### config.mk
export PLATFORM = sky130hd
export DESIGN_NAME = flash_bank_arbiter
export DESIGN_NICKNAME = d
export VERILOG_FILES = /design/src/rtl/flash_map_pkg.sv /design/src/rtl/flash_sector_decode.sv /design/src/rtl/flash_read_steer.sv /design/src/rtl/flash_write_guard.sv /design/src/rtl/flash_bank_arbiter.sv
export SDC_FILE = /design/constraint.sdc
export NUM_CORES = 1
export LEC_CHECK = 0
export ABC_AREA = 1
export BUFFER_PORTS_ARGS = -buffer_cell sky130_fd_sc_hd__buf_4
export CAP_MARGIN = 20
export CORE_AREA = 2 2 130 132
export CTS_BUF_LIST = sky130_fd_sc_hd__clkbuf_2 sky130_fd_sc_hd__clkbuf_4 sky130_fd_sc_hd__clkbuf_8
export DETAILED_ROUTE_END_ITERATION = 7
export DIE_AREA = 0 0 132 134
export PLACE_DENSITY_LB_ADDON = 0.08
export REMOVE_ABC_BUFFERS = 1
export SYNTH_ARGS = -nofsm -noshare
export SYNTH_HDL_FRONTEND = slang
export SYNTH_SLANG_ARGS = --single-unit
### constraint.sdc
create_clock -name clk -period 3 [get_ports clk]
set_input_delay 0.15 -clock clk [delete_from_list [all_inputs] [get_ports clk]]
set_output_delay 0.15 -clock clk [all_outputs]
set_load 0.03 [all_outputs]
### src/rtl/flash_map_pkg.sv
package flash_map_pkg;

    typedef enum logic [1:0] {
        REQ_READ  = 2'd0,
        REQ_PROG  = 2'd1,
        REQ_ERASE = 2'd2,
        REQ_RSVD  = 2'd3
    } req_kind_e;

    typedef enum logic [1:0] {
        SUSP_NONE  = 2'd0,
        SUSP_ERASE = 2'd1,
        SUSP_PROG  = 2'd2,
        SUSP_RSVD  = 2'd3
    } susp_e;

    typedef enum logic {
        SRC_ARRAY  = 1'b0,
        SRC_STATUS = 1'b1
    } rd_src_e;

    // Reasons a write request is refused; permit requires all clear.
    typedef struct packed {
        logic lock_hit;
        logic wp_hit;
        logic busy_hit;
        logic suspend_hit;
    } deny_t;

    // Upper bound (exclusive) of bank idx in words.
    function automatic int bank_top(input int idx, input int sw, input int bw,
                                    input int bc, input int eb, input int mb);
        int edge_words;
        int mid_words;
        edge_words = (bc << sw) + (eb << bw);
        mid_words  = mb << bw;
        case (idx)
            0:       return edge_words;
            1:       return edge_words + mid_words;
            2:       return edge_words + 2 * mid_words;
            default: return 2 * edge_words + 2 * mid_words;
        endcase
    endfunction

    function automatic int sector_count(input int bc, input int eb, input int mb);
        return 2 * (bc + eb + mb);
    endfunction

    function automatic logic is_write_kind(input req_kind_e k);
        return (k == REQ_PROG) || (k == REQ_ERASE);
    endfunction

endpackage

### src/rtl/flash_sector_decode.sv
module flash_sector_decode
    import flash_map_pkg::*;
#(
    parameter int SMALL_W      = 12,
    parameter int BIG_W        = 15,
    parameter int BOOT_CNT     = 8,
    parameter int EDGE_BIG_CNT = 15,
    parameter int MID_BIG_CNT  = 48,
    localparam int TOTAL_WORDS = bank_top(3, SMALL_W, BIG_W, BOOT_CNT, EDGE_BIG_CNT, MID_BIG_CNT),
    localparam int ADDR_W      = $clog2(TOTAL_WORDS),
    localparam int SEC_CNT     = sector_count(BOOT_CNT, EDGE_BIG_CNT, MID_BIG_CNT),
    localparam int SEC_W       = $clog2(SEC_CNT)
) (
    input  logic [ADDR_W-1:0] addr,
    output logic [1:0]        bank,
    output logic [SEC_W-1:0]  sector,
    output logic              edge_boot
);
    localparam int NUM_BOUNDS    = 3;
    localparam int LOW_BOOT_END  = BOOT_CNT << SMALL_W;
    localparam int HIGH_BOOT_BAS = TOTAL_WORDS - (BOOT_CNT << SMALL_W);
    localparam int HIGH_BOOT_SEC = SEC_CNT - BOOT_CNT;
    localparam int PROT_LOW      = 2;

    logic [31:0]           a_ext;
    logic [NUM_BOUNDS-1:0] above;
    logic [31:0]           sec_ext;

    assign a_ext = 32'(addr);

    // One comparator per bank boundary; thermometer code selects the bank.
    for (genvar i = 0; i < NUM_BOUNDS; i++) begin : g_bound
        localparam int LIMIT = bank_top(i, SMALL_W, BIG_W, BOOT_CNT, EDGE_BIG_CNT, MID_BIG_CNT);
        assign above[i] = (a_ext >= 32'(LIMIT));
    end

    always_comb begin
        case (above)
            3'b000:  bank = 2'd0;
            3'b001:  bank = 2'd1;
            3'b011:  bank = 2'd2;
            3'b111:  bank = 2'd3;
            default: bank = 2'd0;
        endcase
    end

    // Small sectors at both ends, large sectors everywhere between.
    always_comb begin
        if (a_ext < 32'(LOW_BOOT_END)) begin
            sec_ext = a_ext >> SMALL_W;
        end else if (a_ext < 32'(HIGH_BOOT_BAS)) begin
            sec_ext = 32'(BOOT_CNT) + ((a_ext - 32'(LOW_BOOT_END)) >> BIG_W);
        end else begin
            sec_ext = 32'(HIGH_BOOT_SEC) + ((a_ext - 32'(HIGH_BOOT_BAS)) >> SMALL_W);
        end
    end

    assign sector    = SEC_W'(sec_ext);
    assign edge_boot = (sec_ext < 32'(PROT_LOW)) || (sec_ext >= 32'(SEC_CNT - PROT_LOW));

endmodule

### src/rtl/flash_read_steer.sv
module flash_read_steer
    import flash_map_pkg::*;
#(
    parameter int SEC_W = 8
) (
    input  logic [1:0]       bank,
    input  logic [SEC_W-1:0] sector,
    input  logic             busy_valid,
    input  logic [1:0]       busy_bank,
    input  susp_e            susp,
    input  logic             erase_hit,
    input  logic [SEC_W-1:0] prog_sector,
    output rd_src_e          src
);
    logic same_bank;
    logic blocked;

    assign same_bank = busy_valid && (busy_bank == bank);

    always_comb begin
        case (susp)
            SUSP_ERASE: blocked = erase_hit;
            SUSP_PROG:  blocked = (sector == prog_sector);
            default:    blocked = 1'b1;
        endcase
    end

    assign src = (same_bank && blocked) ? SRC_STATUS : SRC_ARRAY;

endmodule

### src/rtl/flash_write_guard.sv
module flash_write_guard
    import flash_map_pkg::*;
(
    input  req_kind_e kind,
    input  logic      edge_boot,
    input  logic      wp_n,
    input  logic      lock_hit,
    input  logic      erase_hit,
    input  logic      busy_valid,
    input  susp_e     susp,
    output deny_t     deny,
    output logic      permit
);
    always_comb begin
        deny.lock_hit    = lock_hit;
        deny.wp_hit      = !wp_n && edge_boot;
        deny.busy_hit    = busy_valid && ((susp == SUSP_NONE) || (susp == SUSP_RSVD));
        deny.suspend_hit = 1'b0;
        if (busy_valid) begin
            case (susp)
                SUSP_PROG:  deny.suspend_hit = 1'b1;
                SUSP_ERASE: deny.suspend_hit = (kind == REQ_ERASE) || erase_hit;
                default:    deny.suspend_hit = 1'b0;
            endcase
        end
    end

    assign permit = is_write_kind(kind) && (deny == '0);

endmodule

### src/rtl/flash_bank_arbiter.sv
module flash_bank_arbiter
    import flash_map_pkg::*;
#(
    parameter int SMALL_W      = 12,
    parameter int BIG_W        = 15,
    parameter int BOOT_CNT     = 8,
    parameter int EDGE_BIG_CNT = 15,
    parameter int MID_BIG_CNT  = 48,
    localparam int TOTAL_WORDS = bank_top(3, SMALL_W, BIG_W, BOOT_CNT, EDGE_BIG_CNT, MID_BIG_CNT),
    localparam int ADDR_W      = $clog2(TOTAL_WORDS),
    localparam int SEC_CNT     = sector_count(BOOT_CNT, EDGE_BIG_CNT, MID_BIG_CNT),
    localparam int SEC_W       = $clog2(SEC_CNT)
) (
    input  logic               clk,
    input  logic               rst,
    input  logic               req_valid,
    input  logic [ADDR_W-1:0]  req_addr,
    input  logic [1:0]         req_kind,
    input  logic               busy_valid,
    input  logic [1:0]         busy_bank,
    input  logic [1:0]         susp_mode,
    input  logic [SEC_CNT-1:0] erase_sel,
    input  logic [SEC_W-1:0]   prog_sector,
    input  logic               wp_n,
    input  logic [SEC_CNT-1:0] lock_map,
    output logic               out_valid,
    output logic [1:0]         out_bank,
    output logic [SEC_W-1:0]   out_sector,
    output logic               out_status_sel,
    output logic               out_permit
);
    localparam int PAD_W = 1 << SEC_W;

    logic [1:0]       dec_bank;
    logic [SEC_W-1:0] dec_sector;
    logic             dec_edge;
    logic [PAD_W-1:0] erase_pad;
    logic [PAD_W-1:0] lock_pad;
    logic             erase_hit;
    logic             lock_hit;
    rd_src_e          rd_src;
    deny_t            deny;
    logic             wr_permit;
    req_kind_e        kind;
    susp_e            susp;

    assign kind      = req_kind_e'(req_kind);
    assign susp      = susp_e'(susp_mode);
    assign erase_pad = PAD_W'(erase_sel);
    assign lock_pad  = PAD_W'(lock_map);
    assign erase_hit = erase_pad[dec_sector];
    assign lock_hit  = lock_pad[dec_sector];

    flash_sector_decode #(
        .SMALL_W(SMALL_W), .BIG_W(BIG_W), .BOOT_CNT(BOOT_CNT),
        .EDGE_BIG_CNT(EDGE_BIG_CNT), .MID_BIG_CNT(MID_BIG_CNT)
    ) u_decode (
        .addr      (req_addr),
        .bank      (dec_bank),
        .sector    (dec_sector),
        .edge_boot (dec_edge)
    );

    flash_read_steer #(.SEC_W(SEC_W)) u_steer (
        .bank        (dec_bank),
        .sector      (dec_sector),
        .busy_valid  (busy_valid),
        .busy_bank   (busy_bank),
        .susp        (susp),
        .erase_hit   (erase_hit),
        .prog_sector (prog_sector),
        .src         (rd_src)
    );

    flash_write_guard u_guard (
        .kind       (kind),
        .edge_boot  (dec_edge),
        .wp_n       (wp_n),
        .lock_hit   (lock_hit),
        .erase_hit  (erase_hit),
        .busy_valid (busy_valid),
        .susp       (susp),
        .deny       (deny),
        .permit     (wr_permit)
    );

    always_ff @(posedge clk) begin
        if (rst) begin
            out_valid      <= 1'b0;
            out_bank       <= '0;
            out_sector     <= '0;
            out_status_sel <= 1'b0;
            out_permit     <= 1'b0;
        end else begin
            out_valid <= req_valid;
            if (req_valid) begin
                out_bank       <= dec_bank;
                out_sector     <= dec_sector;
                out_status_sel <= (kind == REQ_READ || kind == REQ_RSVD) && (rd_src == SRC_STATUS);
                out_permit     <= wr_permit;
            end
        end
    end

endmodule

======== Word level (Yosys, flattened, before mapping) ========
Index checks and enable logic that the tools add are counted.
storage, ports and cells
  output and inout port bits .............. 13
  logic and storage cells ................. 54
  register bits ........................... 13
  input bits .............................. 325
operators by class
  add/subtract/negate cells ............... 4
  reduce and logical (&&, ||, !) cells .... 15
  magnitude comparators ................... 8
  mux-type cells .......................... 11
  eq/ne operators ......................... 11
operators with widths
  cell                    number
  $mux 32                 2
  $ge 22x22->1 const B    2
  $ge 32x8->1 const B     1
  $lt 32x2->1 const B     1
  $sub 22x16->23 const B  1
  $sub 22x22->23 const B  1
  $ge 22x20->1 const B    1
  $lt 22x16->1 const B    1
  $lt 22x22->1 const B    1
  $add 8x20->21 const A   1
  $add 4x17->18 const A   1
  $bmux 1 s8              2
  $lt 8x9->1 const B      1
  $eq 2x2->1 const B      4
  $eq 8x8->1              1
  $logic_and 1x1->1       6
  $pmux 2 s3              1
  $logic_or 1x1->1        5
  $eq 2x1->1 const B      2
  $logic_not 2->1         2
  $logic_not 4->1         1
  $mux 1                  4
  $pmux 1 s2              2
  $eq 3x1->1 const B      1
  4 further kinds         4

======== Logic depth before layout (Yosys ltp) ========
Gate-level depths: netlist (run 1).
  depth in word-level cells ............... 11
  depth in mapped cells ................... 28
  mapped depth without buffers ............ 27

======== Hierarchy ========
Synthesis (run 1) repeated with hierarchy kept, for this count alone.
second synthesis, totals
  cells, all modules ...................... 955
  area total of the unflattened synthesis .. 4598.2 um2
modules (own cells, without submodules)
  module               cells each  area an instance (um2)  times used
  flash_bank_arbiter   760         3524.6                  1
  flash_sector_decode  127         725.7                   1
  flash_read_steer     47          225.2                   1
  flash_write_guard    21          122.6                   1

======== Worst setup path after synthesis (run 1) ========
No wires, ideal clock.
  path type ............................... input -> register
  start point ............................. in req_addr[15]
  end point ............................... reg out_status_sel
  stages .................................. 19
  arrival ................................. 2.546 ns
  path buffers ............................ 0
  data required time ...................... 2.930 ns
  library setup time ...................... 0.070 ns
  setup slack ............................. 0.384 ns
  cell sequence ........................... inv_2 -> ha_1 -> nand3_1 -> xor2_1 -> inv_1 -> ha_1 -> nand3_1 -> ha_1 -> o21ai_0 -> inv_1 -> nand2_1 -> o21ai_0 -> nor4_1 -> nand4_1 -> nor2_1 -> nor2_1 -> nand2_1 -> nand2_1 -> a21oi_1
on the way
  word-level cells in the longest chain between the ends .. 10
  elaborated cells between the ends (all ways) .. 24
RTL lines
  item                                              RTL line                                              source
  start: declaration                                flash_bank_arbiter.sv:17                              input logic [ADDR_W-1:0] req_addr,
  $sub 22x22->23 or $sub 22x16->23 (tied branches)  flash_sector_decode.sv:54, flash_sector_decode.sv:52
  $add 8x20->21 or $add 4x17->18 (tied branches)    flash_sector_decode.sv:54, flash_sector_decode.sv:52
  $mux 32                                           flash_sector_decode.sv:51                             end else if (a_ext < 32'(HIGH_BOOT_BAS)) begin
  $mux 32                                           flash_sector_decode.sv:49                             if (a_ext < 32'(LOW_BOOT_END)) begin
  $bmux 1 s8                                        flash_bank_arbiter.sv:51                              assign erase_hit = erase_pad[dec_sector];
  $mux 1 (not written as such)                      flash_bank_arbiter.sv:51
  $pmux 1 s2                                        flash_read_steer.sv:21                                case (susp)
  $logic_and 1x1->1 *                               flash_read_steer.sv:28                                assign src = (same_bank && blocked) ? SRC_STATUS : SRC_ARRAY;
  $mux 1 *                                          flash_read_steer.sv:28
  $logic_and 1x1->1 *                               flash_bank_arbiter.sv:99                              out_status_sel <= (kind == REQ_READ || kind == REQ_RSVD) && (rd_src == SRC_STATUS);
  end signal: assignment                            flash_bank_arbiter.sv:99
  end: declaration                                  flash_bank_arbiter.sv:29                              output logic out_status_sel,
Every way passes the cells marked *; elsewhere a longest branch is shown, timed or not. The select of a mux whose other input is x is not followed.
A chain may end at the register's enable or synchronous reset.

======== Worst setup path in the final report (run 1) ========
  start point ............................. in req_addr[15]
  end point ............................... reg out_permit
on the way
  word-level cells in the longest chain between the ends .. 11
  elaborated cells between the ends (all ways) .. 21
RTL lines
  item                                              RTL line                                              source
  $sub 22x22->23 or $sub 22x16->23 (tied branches)  flash_sector_decode.sv:54, flash_sector_decode.sv:52
  $add 8x20->21 or $add 4x17->18 (tied branches)    flash_sector_decode.sv:54, flash_sector_decode.sv:52
  $mux 32                                           flash_sector_decode.sv:51
  $mux 32 *                                         flash_sector_decode.sv:49
  $bmux 1 s8                                        flash_bank_arbiter.sv:51
  $mux 1 (not written as such)                      flash_bank_arbiter.sv:51
  $logic_or 1x1->1                                  flash_write_guard.sv:22                               SUSP_ERASE: deny.suspend_hit = (kind == REQ_ERASE) || erase_hit;
  $pmux 1 s2                                        flash_write_guard.sv:20                               case (susp)
  $mux 1                                            flash_write_guard.sv:19                               if (busy_valid) begin
  $logic_not 4->1 *                                 flash_write_guard.sv:28                               assign permit = is_write_kind(kind) && (deny == '0);
  $logic_and 1x1->1 *                               flash_write_guard.sv:28
  end signal: assignment                            flash_bank_arbiter.sv:100                             out_permit <= wr_permit;
  end: declaration                                  flash_bank_arbiter.sv:30                              output logic out_permit
Marks and branches as above.

==> impl_metrics.env, run 1 <==
export IMPL_status="finished, final reports clean"
export IMPL_grt_pass1_vias=6580
export IMPL_synth_largest_area_cell="nand2_1"
export IMPL_die_height_um=134
export IMPL_max_freq_mhz=374
export IMPL_multi_input_area_sq_um=3610
export IMPL_wl_per_cell_um=16.3
export IMPL_finalCritPeriodShare=0.892
export IMPL_crit_end="out_permit$_SDFFE_PP0P_"
export IMPL_reg2reg_to="out_sector[3]$_SDFFE_PP0P_"
export IMPL_grt_overflow=0
export IMPL_dp_slack_ns=0.0206
export IMPL_irDropWorstVdd_mv=0.155
export IMPL_slew_viol_final=0
export IMPL_synth_compound_area_frac=0.166
export IMPL_antenna_cells=0
export IMPL_ys_seq_area_frac=0.0585
export IMPL_portBuffers=325
export IMPL_area_growth_pct=63.1
export IMPL_routed_wl_um=22700
export IMPL_grt_pass1_wl_um=35500
export IMPL_regArea_sq_um=260
export IMPL_p_total_mw=1.59
export IMPL_instances_no_fill=1398
export IMPL_crit_path_start_kind="input pin"
export IMPL_syn_area_sq_um=4450
export IMPL_yosysWarnings=0
export IMPL_finalCoreUtilization=0.446
export IMPL_grt_max_degree=60
export IMPL_die_w_um=132
export IMPL_startpoint="req_addr[15]"
export IMPL_vias=6763
export IMPL_slew_headroom=0.687
export IMPL_viasPerCell=4.84
export IMPL_htree_levels=1
export IMPL_cts_hold_fix_buffers=0
export IMPL_post_dp_cell_area_sq_um=7200
export IMPL_rows=47
export IMPL_rr_worst_depth=2
export IMPL_dp_hpwl_um=18300
export IMPL_setup_violations=0
export IMPL_min_period_ns=2.67
export IMPL_regToRegStartpoint="out_sector[3]$_SDFFE_PP0P_"
export IMPL_timing_max_cap_violations=0
export IMPL_grt_busiest_layer="met2"
export IMPL_powerDensity_nw_per_um2=220
export IMPL_yosys_area_share_simple=0.579
export IMPL_start_util=0.273
export IMPL_syn_area_per_cell_sq_um=5.14
export IMPL_final_area_sq_um=7260
export IMPL_crit_required_ns=3.18
export IMPL_dr_pass1_iters=5
export IMPL_synth_adder_area_share=0.0337
export IMPL_final_nets=1516
export IMPL_core_sq_um=16300
export IMPL_synthXorXnorAreaFrac=0.0275
export IMPL_async_flop_share=0
export IMPL_worst_pin_slew_ns=0.468
export IMPL_drc=0
export IMPL_drive_above_1_share=0.345
export IMPL_grtUsageMet1=0.323
export IMPL_ant_nets=0
export IMPL_place_gp_congestion=0.891
export IMPL_worst_skew_pair_late_latency_ns=0.24
export IMPL_finClkSkew_ns=0
export IMPL_path_class="in -> reg"
export IMPL_clk_pin_slew_ns=0.06
export IMPL_synth_enable_flop_cells=0
export IMPL_cp_end_kind="flop"
export IMPL_dieArea_sq_um=17700
export IMPL_synth_mux_area_frac=0.00225
export IMPL_cts_root_buf="clkbuf_8"
export IMPL_finalHoldViolations=0
export IMPL_synthDistinctLibCells=44
export IMPL_track_usage=0.247
export IMPL_ioPinCount=338
export IMPL_synth_top_cell_area_share=0.255
export IMPL_met3_usage=0.0268
export IMPL_cts_sinks=13
export IMPL_layout_setup_ws_ns=0.325
export IMPL_hp_class="in -> reg"
export IMPL_fill_cells=1880
export IMPL_cts_path_max_buffers=2
export IMPL_worst_ep_arrival_time_ns=2.86
export IMPL_synth_main_ff_cell="dfxtp_1"
export IMPL_placed_cells=1393
export IMPL_cp_max_fo=7
export IMPL_netlist_instances=866
export IMPL_synth_top_family_by_area="simple AND/OR/NAND/NOR gates"
export IMPL_ys_ff_latch=13
export IMPL_drtIter0Drc=371
export IMPL_antenna_found_initial=0
export IMPL_met2_usage=0.442
export IMPL_cts_tree="done"
export IMPL_rrSetupSlack_ns=2.36
export IMPL_numCtsBuffers=3
export IMPL_synth_area_leaders="nand2_1, nand3_1, o21ai_0, dfxtp_1, nor2_1"
export IMPL_total_leakage_power_nw=3.93
export IMPL_rsz0062_at_grt="no"
[sequential cells by signal, indices dropped and copies added, names as in the netlist]
register,cells
out_sector,8
out_bank,2
out_permit,1
out_status_sel,1
out_valid,1
[layer usage]
metal / part of all wire / routed length, um
met1: 0.44 / 10100
met2: 0.48 / 11000
met3: 0.055 / 1250
met4: 0.016 / 366
met5: 0 / 0
[worst max-delay path, stage by stage]
cell	delay, ns
buf_4	0.12
inv_2	0.04
ha_1	0.23
nand3_1	0.14
xor2_1	0.20
inv_1	0.07
ha_1	0.28
nor2_1	0.06
nor2_4	0.27
clkinvlp_4	0.22
buf_4	0.20
nor3_1	0.18
nand3_1	0.11
nand3_1	0.10
nand3_1	0.09
nand3_1	0.13
nand2_1	0.06
clkinv_1	0.04
nand2_1	0.04
a21oi_1	0.11
[Yosys cell counts, types with 2 or more instances]
master,n
a21o_1,2
a21oi_1,22
a22o_1,2
a31oi_1,2
buf_2,28
buf_4,10
buf_6,9
clkbuf_1,7
dfxtp_1,13
ha_1,12
inv_1,57
inv_2,7
nand2_1,303
nand2_2,6
nand2_4,5
nand3_1,160
nand3_2,3
nand4_1,7
nor2_1,66
nor2_2,3
nor2_4,4
nor3_1,7
o211ai_1,19
o21ai_0,57
o21ai_1,5
o21bai_1,4
o22ai_1,10
or2_0,2
or2_1,3
or2_2,5
xnor2_1,4
xor2_1,10
[cells in the final DEF, fill, tap and decap left out, types with 6 or more instances in the layout]
| master | Yosys | routed |
|---|---|---|
| nand2_4 | 5 | 6 |
| nor2_1 | 66 | 66 |
| ha_1 | 12 | 12 |
| nand4_1 | 7 | 7 |
| inv_1 | 57 | 56 |
| o22ai_1 | 10 | 10 |
| dfxtp_1 | 13 | 13 |
| nor3_1 | 7 | 7 |
| xor2_1 | 10 | 10 |
| nand3_1 | 160 | 160 |
| a21oi_1 | 22 | 22 |
| o21ai_0 | 57 | 57 |
| buf_4 | 10 | 354 |
| o211ai_1 | 19 | 19 |
| buf_12 | 0 | 8 |
| nand2_1 | 303 | 303 |
| inv_2 | 7 | 7 |
[metrics by stage]
stage / setup TNS (ns) / hold slack, ns
2_1_floorplan: -0.296 / 0.219
3_3_place_gp: 0 / 0.345
3_5_place_dp: 0 / 0.348
4_1_cts: 0 / 0.0846
5_1_grt: 0 / 0.0889
6_report: 0 / 0.0831
[worst min-delay path by stage]
stage / from / cells past startpoint / slack (ns) / to
detailed placement: rst / 2 / 0.35 / out_status_sel$_SDFFE_PP0P_
finish: rst / 2 / 0.08 / out_status_sel$_SDFFE_PP0P_
global placement: rst / 2 / 0.35 / out_permit$_SDFFE_PP0P_
CTS: rst / 2 / 0.08 / out_status_sel$_SDFFE_PP0P_
floorplan: rst / 1 / 0.22 / out_permit$_SDFFE_PP0P_
global route: rst / 2 / 0.09 / out_permit$_SDFFE_PP0P_
[area by class of cell]
class,instances,area share
Multi-Input combinational cell,733,0.497
Timing Repair Buffer,362,0.388
Tap cell,220,0.0379
Sequential cell,13,0.0358
Inverter,66,0.0350
Clock buffer,3,0.00569
Clock inverter,1,0.000689
[cell families after synthesis]
kind of cell / count (synthesis)
AOI/OAI and AO/OA: 127
buffers and inverters: 120
adders and majority gates: 12
DFF: 13
xor gates and xnor gates: 14
and+or+nand+nor: 579
muxes: 1
[repair_timing]
item,CTS,global route
resized for setup,0,2
endpoints found under the setup margin,0,1
buffers inserted,0,1
[report_power, final]
part,switching (mW),internal [mW],leakage (nW)
Combinational,0.655,0.594,3.80
Sequential,0.00572,0.185,0.108
Clock,0.0632,0.0917,0.0255
Note: power is estimated with default switching activity, not from simulation.
==> inputs of run 2 (changes only) <==
MAX_ROUTING_LAYER = met4   (was not set)
SLEW_MARGIN = 30   (was not set)
==> run 2 against run 1 <==
Total power barely moved. Wire length hardly changed. Highest routed layer unchanged. Critical endpoint unchanged. Critical path depth is 5 higher.
==> impl_metrics.env, run 2 (synthesis gave the netlist of run 1 again) <==
export IMPL_status="finished, final reports clean"
export IMPL_dp_hpwl_um=18300
export IMPL_whs_ns=0.0839
export IMPL_p_total_mw=1.59
export IMPL_cp_end_kind="flop"
export IMPL_worst_pin_slew_ns=0.462
export IMPL_total_leakage_power_nw=3.93
export IMPL_largest_register="out_sector"
export IMPL_die_w_um=132
export IMPL_cp_max_fo=11
export IMPL_setup_violations=0
export IMPL_critPathSlowestCell="nor2_2"
export IMPL_slew_viol_final=0
export IMPL_startpoint="req_addr[15]"
export IMPL_cts_root_buf="clkbuf_8"
export IMPL_viasPerCell=4.82
export IMPL_hp_class="in -> reg"
export IMPL_clk_pin_slew_ns=0.06
export IMPL_die_height_um=134
export IMPL_regToRegStartpoint="out_sector[3]$_SDFFE_PP0P_"
export IMPL_dieArea_sq_um=17700
export IMPL_drive_above_1_share=0.345
export IMPL_final_setup_tns_ns=0
export IMPL_largest_register_ffs=8
export IMPL_crit_path_start_kind="input pin"
export IMPL_largestRegisters="out_sector (8), out_bank (2)"
export IMPL_area_growth_pct=63.1
export IMPL_rows=47
export IMPL_numCtsBuffers=3
export IMPL_rsz0062_at_grt="no"
export IMPL_core_sq_um=16300
export IMPL_routed_wl_um=22700
export IMPL_htree_levels=1
export IMPL_min_period_ns=2.65
export IMPL_crit_required_ns=3.18
export IMPL_cts_tree="done"
export IMPL_power_internal_mw=0.871
export IMPL_worst_ep_arrival_time_ns=2.83
export IMPL_powerDensity_nw_per_um2=219
export IMPL_max_freq_mhz=377
export IMPL_max_stage_delay_ns=0.40
export IMPL_path_class="in -> reg"
export IMPL_cts_sinks=13
export IMPL_place_gp_congestion=0.906
export IMPL_track_usage=0.255
export IMPL_finalCritPeriodShare=0.884
export IMPL_hold_start="rst"
export IMPL_grt_max_degree=60
export IMPL_cts_path_max_buffers=2
export IMPL_cts_hold_fix_buffers=0
export IMPL_post_dp_cell_area_sq_um=7200
export IMPL_finalCoreUtilization=0.446
export IMPL_ant_nets=0
export IMPL_placed_cells=1393
export IMPL_grt_pass1_wl_um=35600
export IMPL_switching_share=0.453
export IMPL_clkPwrFrac=0.097
export IMPL_slew_headroom=0.692
export IMPL_final_cell_mix="buf_4, nand2_1, nand3_1"
export IMPL_final_nets=1516
export IMPL_sequentialPowerShare=0.120
export IMPL_ioPinCount=338
export IMPL_dr_pass1_iters=4
export IMPL_start_util=0.273
export IMPL_final_area_sq_um=7260
export IMPL_instances_no_fill=1398
export IMPL_power_switching_mw=0.723
export IMPL_p_comb_frac=0.783
export IMPL_dp_slack_ns=0.0206
export IMPL_grt_overflow=0
export IMPL_finClkSkew_ns=0
export IMPL_worst_skew_pair_late_latency_ns=0.24
export IMPL_layout_setup_ws_ns=0.347
export IMPL_vias=6744
export IMPL_drtIter0Drc=386
export IMPL_irDropWorstVdd_mv=0.155
export IMPL_portBuffers=325
export IMPL_wl_per_cell_um=16.3
export IMPL_grt_pass1_vias=6574
export IMPL_timing_max_cap_violations=0
export IMPL_path_common_cell="nand2_1"
export IMPL_drc=0
export IMPL_finalHoldViolations=0
export IMPL_antenna_cells=0
export IMPL_mostFrequentLayoutCell="buf_4"
export IMPL_antenna_found_initial=0
run 2: cell counts in the layout (fill, tap and decap cells not counted):
No cell type changed its count.
run 2: area by class of cell:
class,count,area [sq um]
Clock inverter,1,5.00
Tap cell,220,275
Sequential cell,13,260
Fill cell,1880,9030
Inverter,66,254
Clock buffer,3,41.3
Timing Repair Buffer,362,2820
Multi-Input combinational cell,733,3610
run 2: routing by layer:
layer  GRT usage  wire, um  up-vias
li1            -         -     3480
met1       0.326     10100     3022
met2       0.444     11100      220
met3      0.0272      1250       22
met4      0.0356       318        0
met5           -         0        -
run 2: power groups by stage:
| stage | Sequential (mW) | Clock (mW) | Combinational (mW) |
|---|---|---|---|
| floorplan | 0.218 | 0 | 0.582 |
| global placement | 0.194 | 0 | 1.24 |
| detailed placement | 0.194 | 0 | 1.24 |
| CTS | 0.191 | 0.158 | 1.25 |
| global route | 0.192 | 0.170 | 1.39 |
| finish | 0.191 | 0.154 | 1.25 |
run 2: repair_timing:
| item | 4_1_cts | 5_1_grt |
|---|---|---|
| setup buffers | 0 | 1 |
| endpoints found under the setup margin | 0 | 1 |
| resized for setup | 0 | 2 |
run 2: worst max-delay path: cells and delay by family:
family | cells | cell delay (ns)
adder cells (fa/ha/maj) | 1 | 0.20
AO/OA/AOI/OAI | 1 | 0.11
buffers and inverters | 3 | 0.23
AND/OR/NAND/NOR | 20 | 2.12
run 2: path summary, 6_finish.rpt:
check | to | slack, ns | cells past startpoint
max | out_permit$_SDFFE_PP0P_ | 0.35 | 25
min | out_status_sel$_SDFFE_PP0P_ | 0.08 | 2
max reg2reg | out_sector[3]$_SDFFE_PP0P_ | 2.36 | 2
min reg2reg | out_status_sel$_SDFFE_PP0P_ | 0.48 | 2
==> inputs of run 3 (changes only) <==
PLACE_DENSITY_LB_ADDON = not set   (was 0.08)
clock period = 2.6 ns   (was 3 ns; I/O delays follow)
==> run 3 against run 2 <==
Cell area up 9.1%. Total power rose by 26%. Sequential cell count is the same. Largest power group unchanged. Largest cell class unchanged. Clock skew did not move. Wire length up 2.7%.
==> impl_metrics.env, run 3 (synthesis gave the netlist of run 1 again) <==
export IMPL_status="finished, final reports clean"
export IMPL_drc=0
export IMPL_dp_hpwl_um=18700
export IMPL_largest_register="out_sector"
export IMPL_p_comb_frac=0.799
export IMPL_numCtsBuffers=3
export IMPL_powerDensity_nw_per_um2=254
export IMPL_portBuffers=325
export IMPL_hp_class="in -> reg"
export IMPL_setup_violations=0
export IMPL_antenna_found_initial=0
export IMPL_antenna_cells=0
export IMPL_slew_viol_final=0
export IMPL_slew_headroom=0.800
export IMPL_track_usage=0.253
export IMPL_switching_share=0.435
export IMPL_cts_root_buf="clkbuf_8"
export IMPL_cp_end_kind="flop"
export IMPL_drtIter0Drc=507
export IMPL_grt_overflow=0
export IMPL_crit_path_start_kind="input pin"
export IMPL_start_util=0.273
export IMPL_worst_ep_arrival_time_ns=2.60
export IMPL_cts_tree="done"
export IMPL_irDropWorstVdd_mv=0.271
export IMPL_routed_wl_um=23300
export IMPL_finalHoldViolations=0
export IMPL_htree_levels=1
export IMPL_max_freq_mhz=413
export IMPL_grt_pass1_wl_um=35700
export IMPL_cts_sinks=13
export IMPL_total_leakage_power_nw=4.26
export IMPL_grt_pass1_vias=6863
export IMPL_final_nets=1574
export IMPL_worst_skew_pair_late_latency_ns=0.23
export IMPL_clkPwrFrac=0.092
export IMPL_dieArea_sq_um=17700
export IMPL_mostFrequentLayoutCell="buf_4"
export IMPL_finClkSkew_ns=0
export IMPL_clk_pin_slew_ns=0.05
export IMPL_cts_hold_fix_buffers=0
export IMPL_power_switching_mw=0.876
export IMPL_core_sq_um=16300
export IMPL_final_area_sq_um=7920
export IMPL_die_w_um=132
export IMPL_path_class="in -> reg"
export IMPL_cp_max_fo=52
export IMPL_die_height_um=134
export IMPL_dr_pass1_iters=7
export IMPL_vias=7046
export IMPL_fill_cells=1831
export IMPL_viasPerCell=4.84
export IMPL_area_growth_pct=77.9
export IMPL_crit_required_ns=2.78
export IMPL_finalCoreUtilization=0.486
export IMPL_largest_register_ffs=8
export IMPL_timing_max_cap_violations=0
export IMPL_power_internal_mw=1.14
export IMPL_drive_above_1_share=0.394
export IMPL_min_period_ns=2.42
export IMPL_finalCritPeriodShare=0.932
export IMPL_largestRegisters="out_sector (8), out_bank (2)"
export IMPL_place_gp_congestion=0.869
export IMPL_worst_pin_slew_ns=0.297
export IMPL_ioPinCount=338
export IMPL_sequentialPowerShare=0.110
export IMPL_cts_path_max_buffers=2
export IMPL_ant_nets=0
export IMPL_grt_max_degree=53
export IMPL_wl_per_cell_um=16.0
export IMPL_post_dp_cell_area_sq_um=7630
export IMPL_rsz0062_at_grt="yes"
export IMPL_final_cell_mix="buf_4, nand2_1, nand3_1"
export IMPL_rows=47
[run 3: changes by cell type in the layout (fill, tap and decap cells not counted), moves of 3 or more]
cell       delta
a21oi_1       -3
a21oi_2       +3
buf_12        +3
buf_4        +49
buf_6         +3
clkbuf_16     +3
ha_1          -3
nand3_1       -3
nor2_1        -5
nor2_2        +4
[run 3: routing by layer]
layer,global-route usage,wire [um]
met1,0.327,10300
met2,0.445,11500
met3,0.0231,1370
met4,0.0229,208
met5,-,0
[run 3: timing repair]
item,4_1_cts,5_1_grt
gates cloned,0,3
endpoints found under the setup margin,1,2
buffers inserted,0,4
pin swaps,0,8
gates resized for setup,1,35
[run 3: stage by stage]
| stage | hold WS (ns) | instances | worst slack (ns) | setup TNS, ns | power, mW |
|---|---|---|---|---|---|
| CTS | 0.0744 | 1449 | 0.0136 | 0 | 1.97 |
| finish | 0.0820 | 1456 | 0.176 | 0 | 2.01 |
| global placement | 0.332 | 1445 | -0.195 | -0.383 | 1.77 |
| detailed placement | 0.328 | 1445 | -0.255 | -0.498 | 1.78 |
| floorplan | 0.199 | 812 | -0.547 | -1.06 | 0.923 |
| global route | 0.0740 | 1456 | -0.0143 | -0.0143 | 2.19 |
[run 3: final timing paths]
check,from,endpoint,slack (ns),cells past startpoint
max,req_addr[15],out_permit$_SDFFE_PP0P_,0.18,22
min reg2reg,out_status_sel$_SDFFE_PP0P_,out_status_sel$_SDFFE_PP0P_,0.48,2
max reg2reg,out_sector[0]$_SDFFE_PP0P_,out_sector[0]$_SDFFE_PP0P_,1.96,2
min,rst,out_permit$_SDFFE_PP0P_,0.08,2
[run 3: cell type report]
class / count / area, sq um / area share
Inverter: 66 / 255 / 0.0322
Sequential cell: 13 / 260 / 0.0329
Tap cell: 220 / 275 / 0.0348
Timing Repair Buffer: 420 / 3350 / 0.424
Multi-Input combinational cell: 733 / 3730 / 0.470
Clock buffer: 4 / 48.8 / 0.00616
[run 3: worst max-delay path, stage by stage]
cell and delay, ns:
buf_4 0.12, inv_2 0.07, ha_4 0.15, nand2_1 0.06, nor2_2 0.14, nand2_4 0.12
buf_4 0.17, nand3_2 0.09, nand2_4 0.11, buf_12 0.19, or2_2 0.29, o21ai_0 0.08
nor2_1 0.07, nor3_1 0.17, nand2_1 0.08, nand3_1 0.09, nand3_1 0.08, nand3_1 0.09
nand2_1 0.06, clkinv_1 0.04, nand2_1 0.06, a21oi_2 0.10
[run 3: power groups by stage]
stage | Clock, mW | Sequential (mW) | Combinational, mW
after global routing | 0.197 | 0.222 | 1.77
after detailed placement | 0 | 0.224 | 1.55
after CTS | 0.190 | 0.221 | 1.56
after floorplan | 0 | 0.251 | 0.672
final | 0.185 | 0.221 | 1.61
after global placement | 0 | 0.224 | 1.55
